==> src/rtl/tblrd_pkg.sv <==
package tblrd_pkg;

    typedef enum logic [1:0] {
        TR_IDLE  = 2'd0,
        TR_FETCH = 2'd1,
        TR_LOAD  = 2'd2
    } tr_state_e;

    typedef enum logic {
        PG_CURRENT = 1'b0,
        PG_LAST    = 1'b1
    } pg_mode_e;

endpackage

==> src/rtl/tblrd_addr_mux.sv <==
module tblrd_addr_mux #(
    parameter int ADDR_W = 12,
    parameter int PTR_W  = 8
) (
    input  logic              mode_i,
    input  logic [ADDR_W-1:0] pc_i,
    input  logic [PTR_W-1:0]  ptr_i,
    output logic [ADDR_W-1:0] addr_o
);
    import tblrd_pkg::*;

    localparam int PAGE_W = ADDR_W - PTR_W;

    logic [PAGE_W-1:0] page_sel;

    // Each page bit is either a forced one or the matching PC bit
    for (genvar g = 0; g < PAGE_W; g++) begin : g_page
        always_comb begin
            if (pg_mode_e'(mode_i) == PG_LAST) begin
                page_sel[g] = 1'b1;
            end else begin
                page_sel[g] = pc_i[PTR_W + g];
            end
        end
    end

    assign addr_o = {page_sel, ptr_i};

endmodule

==> src/rtl/tblrd_seq.sv <==
module tblrd_seq #(
    parameter int ADDR_W  = 12,
    parameter int DADDR_W = 8
) (
    input  logic               clk,
    input  logic               rst_n,
    input  logic               start_i,
    input  logic [ADDR_W-1:0]  addr_i,
    input  logic [DADDR_W-1:0] dst_i,
    output logic               busy_o,
    output logic               rom_en_o,
    output logic [ADDR_W-1:0]  rom_addr_o,
    output logic               done_o,
    output logic [DADDR_W-1:0] dst_o
);
    import tblrd_pkg::*;

    typedef struct packed {
        tr_state_e          state;
        logic [ADDR_W-1:0]  addr;
        logic [DADDR_W-1:0] dst;
    } seq_t;

    seq_t s_d, s_q;

    always_comb begin
        s_d = s_q;
        unique case (s_q.state)
            TR_IDLE: begin
                if (start_i) begin
                    s_d.state = TR_FETCH;
                    s_d.addr  = addr_i;
                    s_d.dst   = dst_i;
                end
            end
            TR_FETCH: s_d.state = TR_LOAD;
            TR_LOAD:  s_d.state = TR_IDLE;
            default:  s_d.state = TR_IDLE;
        endcase
    end

    always_ff @(posedge clk or negedge rst_n) begin
        if (!rst_n) begin
            s_q <= '{state: TR_IDLE, addr: '0, dst: '0};
        end else begin
            s_q <= s_d;
        end
    end

    assign busy_o     = (s_q.state != TR_IDLE);
    assign rom_en_o   = (s_q.state == TR_FETCH);
    assign rom_addr_o = s_q.addr;
    assign done_o     = (s_q.state == TR_LOAD);
    assign dst_o      = s_q.dst;

endmodule

==> src/rtl/tblrd_regs.sv <==
module tblrd_regs #(
    parameter int WORD_W   = 14,
    parameter int DATA_W   = 8,
    parameter int DADDR_W  = 8,
    parameter int PTR_ADDR = 7,
    parameter int HI_ADDR  = 8
) (
    input  logic               clk,
    input  logic               rst_n,
    input  logic               wr_en_i,
    input  logic [DADDR_W-1:0] wr_addr_i,
    input  logic [DATA_W-1:0]  wr_data_i,
    input  logic [DADDR_W-1:0] rd_addr_i,
    output logic [DATA_W-1:0]  rd_data_o,
    input  logic               done_i,
    input  logic [DADDR_W-1:0] dst_i,
    input  logic [WORD_W-1:0]  word_i,
    output logic [DATA_W-1:0]  ptr_o,
    output logic [DATA_W-1:0]  hi_o
);
    localparam int HI_W = WORD_W - DATA_W;
    localparam logic [DADDR_W-1:0] PTR_A = DADDR_W'(PTR_ADDR);
    localparam logic [DADDR_W-1:0] HI_A  = DADDR_W'(HI_ADDR);

    typedef struct packed {
        logic [DATA_W-1:0] ptr;
        logic [DATA_W-1:0] hi;
    } regs_t;

    regs_t r_d, r_q;
    logic [DATA_W-1:0] hi_fill;

    // Upper word bits fill the high register from bit 0, the rest is zero
    if (HI_W < DATA_W) begin : g_pad
        assign hi_fill = {{(DATA_W - HI_W){1'b0}}, word_i[WORD_W-1:DATA_W]};
    end else begin : g_full
        assign hi_fill = word_i[DATA_W +: DATA_W];
    end

    always_comb begin
        r_d = r_q;
        if (wr_en_i && wr_addr_i == PTR_A) begin
            r_d.ptr = wr_data_i;
        end
        // a write to the high register address changes nothing
        if (done_i) begin
            r_d.hi = hi_fill;
            if (dst_i == PTR_A) begin
                r_d.ptr = word_i[DATA_W-1:0];
            end
        end
    end

    always_ff @(posedge clk or negedge rst_n) begin
        if (!rst_n) begin
            r_q <= '0;
        end else begin
            r_q <= r_d;
        end
    end

    always_comb begin
        if (rd_addr_i == PTR_A) begin
            rd_data_o = r_q.ptr;
        end else if (rd_addr_i == HI_A) begin
            rd_data_o = r_q.hi;
        end else begin
            rd_data_o = '0;
        end
    end

    assign ptr_o = r_q.ptr;
    assign hi_o  = r_q.hi;

endmodule

==> src/rtl/tblrd_unit.sv <==
module tblrd_unit #(
    parameter int ADDR_W   = 12,
    parameter int WORD_W   = 14,
    parameter int DATA_W   = 8,
    parameter int DADDR_W  = 8,
    parameter int PTR_ADDR = 7,
    parameter int HI_ADDR  = 8
) (
    input  logic               clk,
    input  logic               rst_n,
    input  logic               start_i,
    input  logic               mode_i,
    input  logic [DADDR_W-1:0] dst_i,
    input  logic [ADDR_W-1:0]  pc_i,
    output logic               rom_en_o,
    output logic [ADDR_W-1:0]  rom_addr_o,
    input  logic [WORD_W-1:0]  rom_data_i,
    input  logic               wr_en_i,
    input  logic [DADDR_W-1:0] wr_addr_i,
    input  logic [DATA_W-1:0]  wr_data_i,
    input  logic [DADDR_W-1:0] rd_addr_i,
    output logic [DATA_W-1:0]  rd_data_o,
    output logic               dm_we_o,
    output logic [DADDR_W-1:0] dm_addr_o,
    output logic [DATA_W-1:0]  dm_data_o,
    output logic               busy_o
);
    logic [DATA_W-1:0]  ptr_w;
    logic [DATA_W-1:0]  hi_w;
    logic [ADDR_W-1:0]  mux_addr;
    logic               done_w;
    logic [DADDR_W-1:0] dst_w;

    tblrd_addr_mux #(.ADDR_W(ADDR_W), .PTR_W(DATA_W)) i_mux (
        .mode_i (mode_i),
        .pc_i   (pc_i),
        .ptr_i  (ptr_w),
        .addr_o (mux_addr)
    );

    tblrd_seq #(.ADDR_W(ADDR_W), .DADDR_W(DADDR_W)) i_seq (
        .clk        (clk),
        .rst_n      (rst_n),
        .start_i    (start_i),
        .addr_i     (mux_addr),
        .dst_i      (dst_i),
        .busy_o     (busy_o),
        .rom_en_o   (rom_en_o),
        .rom_addr_o (rom_addr_o),
        .done_o     (done_w),
        .dst_o      (dst_w)
    );

    tblrd_regs #(
        .WORD_W(WORD_W), .DATA_W(DATA_W), .DADDR_W(DADDR_W),
        .PTR_ADDR(PTR_ADDR), .HI_ADDR(HI_ADDR)
    ) i_regs (
        .clk       (clk),
        .rst_n     (rst_n),
        .wr_en_i   (wr_en_i),
        .wr_addr_i (wr_addr_i),
        .wr_data_i (wr_data_i),
        .rd_addr_i (rd_addr_i),
        .rd_data_o (rd_data_o),
        .done_i    (done_w),
        .dst_i     (dst_w),
        .word_i    (rom_data_i),
        .ptr_o     (ptr_w),
        .hi_o      (hi_w)
    );

    assign dm_we_o   = done_w;
    assign dm_addr_o = dst_w;
    assign dm_data_o = rom_data_i[DATA_W-1:0];

endmodule

==> config.mk <==
export PLATFORM = sky130hd
export DESIGN_NAME = tblrd_unit
export DESIGN_NICKNAME = d
export VERILOG_FILES = /design/src/rtl/tblrd_pkg.sv /design/src/rtl/tblrd_addr_mux.sv /design/src/rtl/tblrd_seq.sv /design/src/rtl/tblrd_regs.sv /design/src/rtl/tblrd_unit.sv
export SDC_FILE = /design/constraint.sdc
export NUM_CORES = 1
export LEC_CHECK = 0
export CAP_MARGIN = 20
export CORE_UTILIZATION = 41
export CTS_BUF_LIST = sky130_fd_sc_hd__clkbuf_16
export CTS_CLUSTER_SIZE = 16
export DETAILED_ROUTE_END_ITERATION = 16
export GPL_ROUTABILITY_DRIVEN = 0
export HOLD_SLACK_MARGIN = 0.03
export PLACE_DENSITY = 0.79
export SYNTH_ARGS = -nofsm -noshare
export SYNTH_HDL_FRONTEND = slang
export SYNTH_HIERARCHICAL = 1
export SYNTH_SLANG_ARGS = --single-unit
==> constraint.sdc <==
create_clock -name clk -period 2.46 [get_ports clk]
set_input_delay 0.615 -clock clk [delete_from_list [all_inputs] [get_ports clk]]
set_output_delay 0.615 -clock clk [all_outputs]
set_load 0.05 [all_outputs]
==> run_results.csv <==
group,metric,value,unit
status,violations,"setup timing",
worst_setup_path,crit_top_cell,"buf_6",
placed_design,pre_cts_slack,-495,ps
die,die_w,73.0,um
finish,syn2layout_area_growth,52.7,%
die,rows,25,
logic_synthesis,synthesis.area,2060,um2
worst_setup_path,setup.worst_path.start_class,"primary input",
sta,grt_setup_unrepaired,"true",
worst_setup_path,regToRegSetupSlack,350,ps
sta,worst_pin_slew,816,ps
worst_setup_path,crit_required,1850,ps
placed_design,dpl.hpwl,3650,um
die,core,4790,um2
pwr,p_leak,1.29,nW
finish,n_fill_cell,353,
pwr,power_switching,0.925,mW
finish,antennaDiodeCount,0,
worst_setup_path,worst-path-buf-inv,3,
sta,period_share,1.01,
die,die_h,73.0,um
worst_setup_path,endpoint_kind,"output port",
finish,regArea,901,um2
clocking,clockRootBuffer,"clkbuf_16",
sta,finalClockSkew,1.38,ps
drt,drt_iter0_drc,69,
worst_setup_path,reg2regPathDepth,4,
sta,finalSetupViolations,6,
logic_synthesis,syn_area_per_cell,12.0,um2
die,die_area,5320,um2
pwr,swShare,0.367,
pwr,p_int,1.59,mW
clocking,cts-buffers-inserted,5,
logic_synthesis,ys_warn_count,6,
sta,fmax,402,MHz
placed_design,place_area,2960,um2
worst_setup_path,reg2reg_to,"i_regs/ptr_o[6]",
logic_synthesis,syn_nets,235,
worst_setup_path,path_cells,"buf_6 -> or4_4 -> nor4_4 -> buf_6 -> a22o_4 -> buf_12",
clocking,cts_tree,"built",
drt,postRouteAntennaNets,0,
worst_setup_path,cp.arrival,1870,ps
global_route,grt_overflow,0,
logic_synthesis,synthCells,172,
sta,slew_viol_final,0,
global_route,grt_max_degree,37,
sta,hold_viol,0,
worst_setup_path,slowest_delay,560,ps
finish,nNetsFinal,294,
drt,routed_via_density,5.14,
global_route,first_global_vias,1455,
finish,drive_gt1_frac,0.303,
drt,drt-total-wl,4860,um
min_path,hp-class,"in2async",
pwr,p_seq_frac,0.352,
global_route,grt_util_all_layers,0.196,
clocking,clock-sinks,36,
drt,via_count,1531,
drt,routedWlPerCell,16.3,um
finish,final_core_utilization,0.659,
die,initial_core_util,0.431,
pwr,p_per_area,799,nW/um2
die,ios,102,
clocking,insertion_delay,270,ps
clocking,cts-hold-fix-buffers,0,
clocking,cts_buffer_depth,2,
clocking,clk_pin_slew,50,ps
finish,multi_input_area,907,um2
placed_design,port_buffers,93,
pwr,vdd_drop_max,0.000352,V
worst_setup_path,cpMaxStageDelayCell,"or4_4",
clocking,cts_max_level,2,
drt,dr.pass1.iters,4,
global_route,antenna_found_initial,0,
run,max-cap-violations,0,
pwr,clkPwrFrac,0.230,
worst_setup_path,path_max_fanout,6,
worst_setup_path,rr_startpoint,"i_seq/s_q[21]",
sta,fin_ws,-28.3,ps
worst_setup_path,worstSetupPathType,"in2out",
finish,final_area,3150,um2
status,status,"complete, but fails checks",
global_route,grt_pass1_wl,7580,um
drt,drc,0,
sta,slew_headroom,0.456,
pwr,comb_power_share,0.417,
sta,fin_crit,2490,ps
worst_setup_path,critPathTopFamily,"simple AND/OR/NAND/NOR gates",
sta,holdWs,432,ps
sta,tns,-103,ps
power by group through the flow:
| stage | clock network [mW] | registers [mW] | logic [mW] |
|---|---|---|---|
| global route | 0.622 | 0.907 | 1.10 |
| CTS | 0.595 | 0.888 | 1.06 |
| global placement | 0 | 0.876 | 1.04 |
| floorplan | 0 | 0.837 | 0.880 |
| finish | 0.580 | 0.887 | 1.05 |
| detailed placement | 0 | 0.885 | 1.05 |
repair_timing:
item | CTS | global route
setup endpoints to repair | 8 | 8
pin swaps | 4 | 0
buffers inserted | 0 | 0
cloned | 0 | 0
gates resized for setup | 27 | 1
final cells by class:
type / count / area share
clock inverter: 2 / 0.00238
clock buffer: 5 / 0.0397
timing repair buffer: 98 / 0.358
sequential: 36 / 0.286
multi-input combinational: 90 / 0.288
tap: 67 / 0.0266
stage by stage:
stage	total power [mW]	instances
after floorplan	1.72	172
after global placement	1.92	291
after detailed placement	1.94	291
after CTS	2.54	298
after global routing	2.63	298
final	2.52	298
routing by layer:
metal	track usage	vias up	wire length [um]
met2	0.359	65	2600
met5	0	-	0
met1	0.230	740	1960
li1	-	721	-
met4	0.0458	0	34
met3	0.0456	5	267
layout by cell type (no fill, tap or decap), drive strengths merged:
cell,n
dfrtp,36
or3,1
and2,2
clkinv,2
nor4,9
nor2,1
clkdlybuf4s50,68
clkbuf,5
nor2b,4
dlygate4sd2,3
or2,5
nor3b,1
clkdlybuf4s15,1
a22o,6
nand3b,2
or4b,2
buf,26
nand4,8
and3b,1
or4,1
nor4b,1
mux2,26
o31ai,8
nand2b,3
a31oi,8
nand4b,1
worst max-delay path by stage:
stage / from / endpoint / slack [ps] / cells past startpoint
after global placement: rd_addr_i[7] / rd_data_o[4] / -440 / 6
final: rd_addr_i[4] / rd_data_o[2] / -30 / 6
after CTS: rd_addr_i[4] / rd_data_o[2] / -30 / 6
after floorplan: rd_addr_i[7] / rd_data_o[1] / -40 / 3
after global routing: rd_addr_i[4] / rd_data_o[2] / -70 / 6
after detailed placement: rd_addr_i[7] / rd_data_o[2] / -500 / 6
sequential cells by signal, indices dropped and copies added, names as in the netlist:
register          cells
i_seq/dst_o           8
i_seq/rom_addr_o     12
i_regs/ptr_o          8
i_seq/s_q             2
i_regs/hi_o           6
Note: power is estimated with default switching activity, not from simulation.
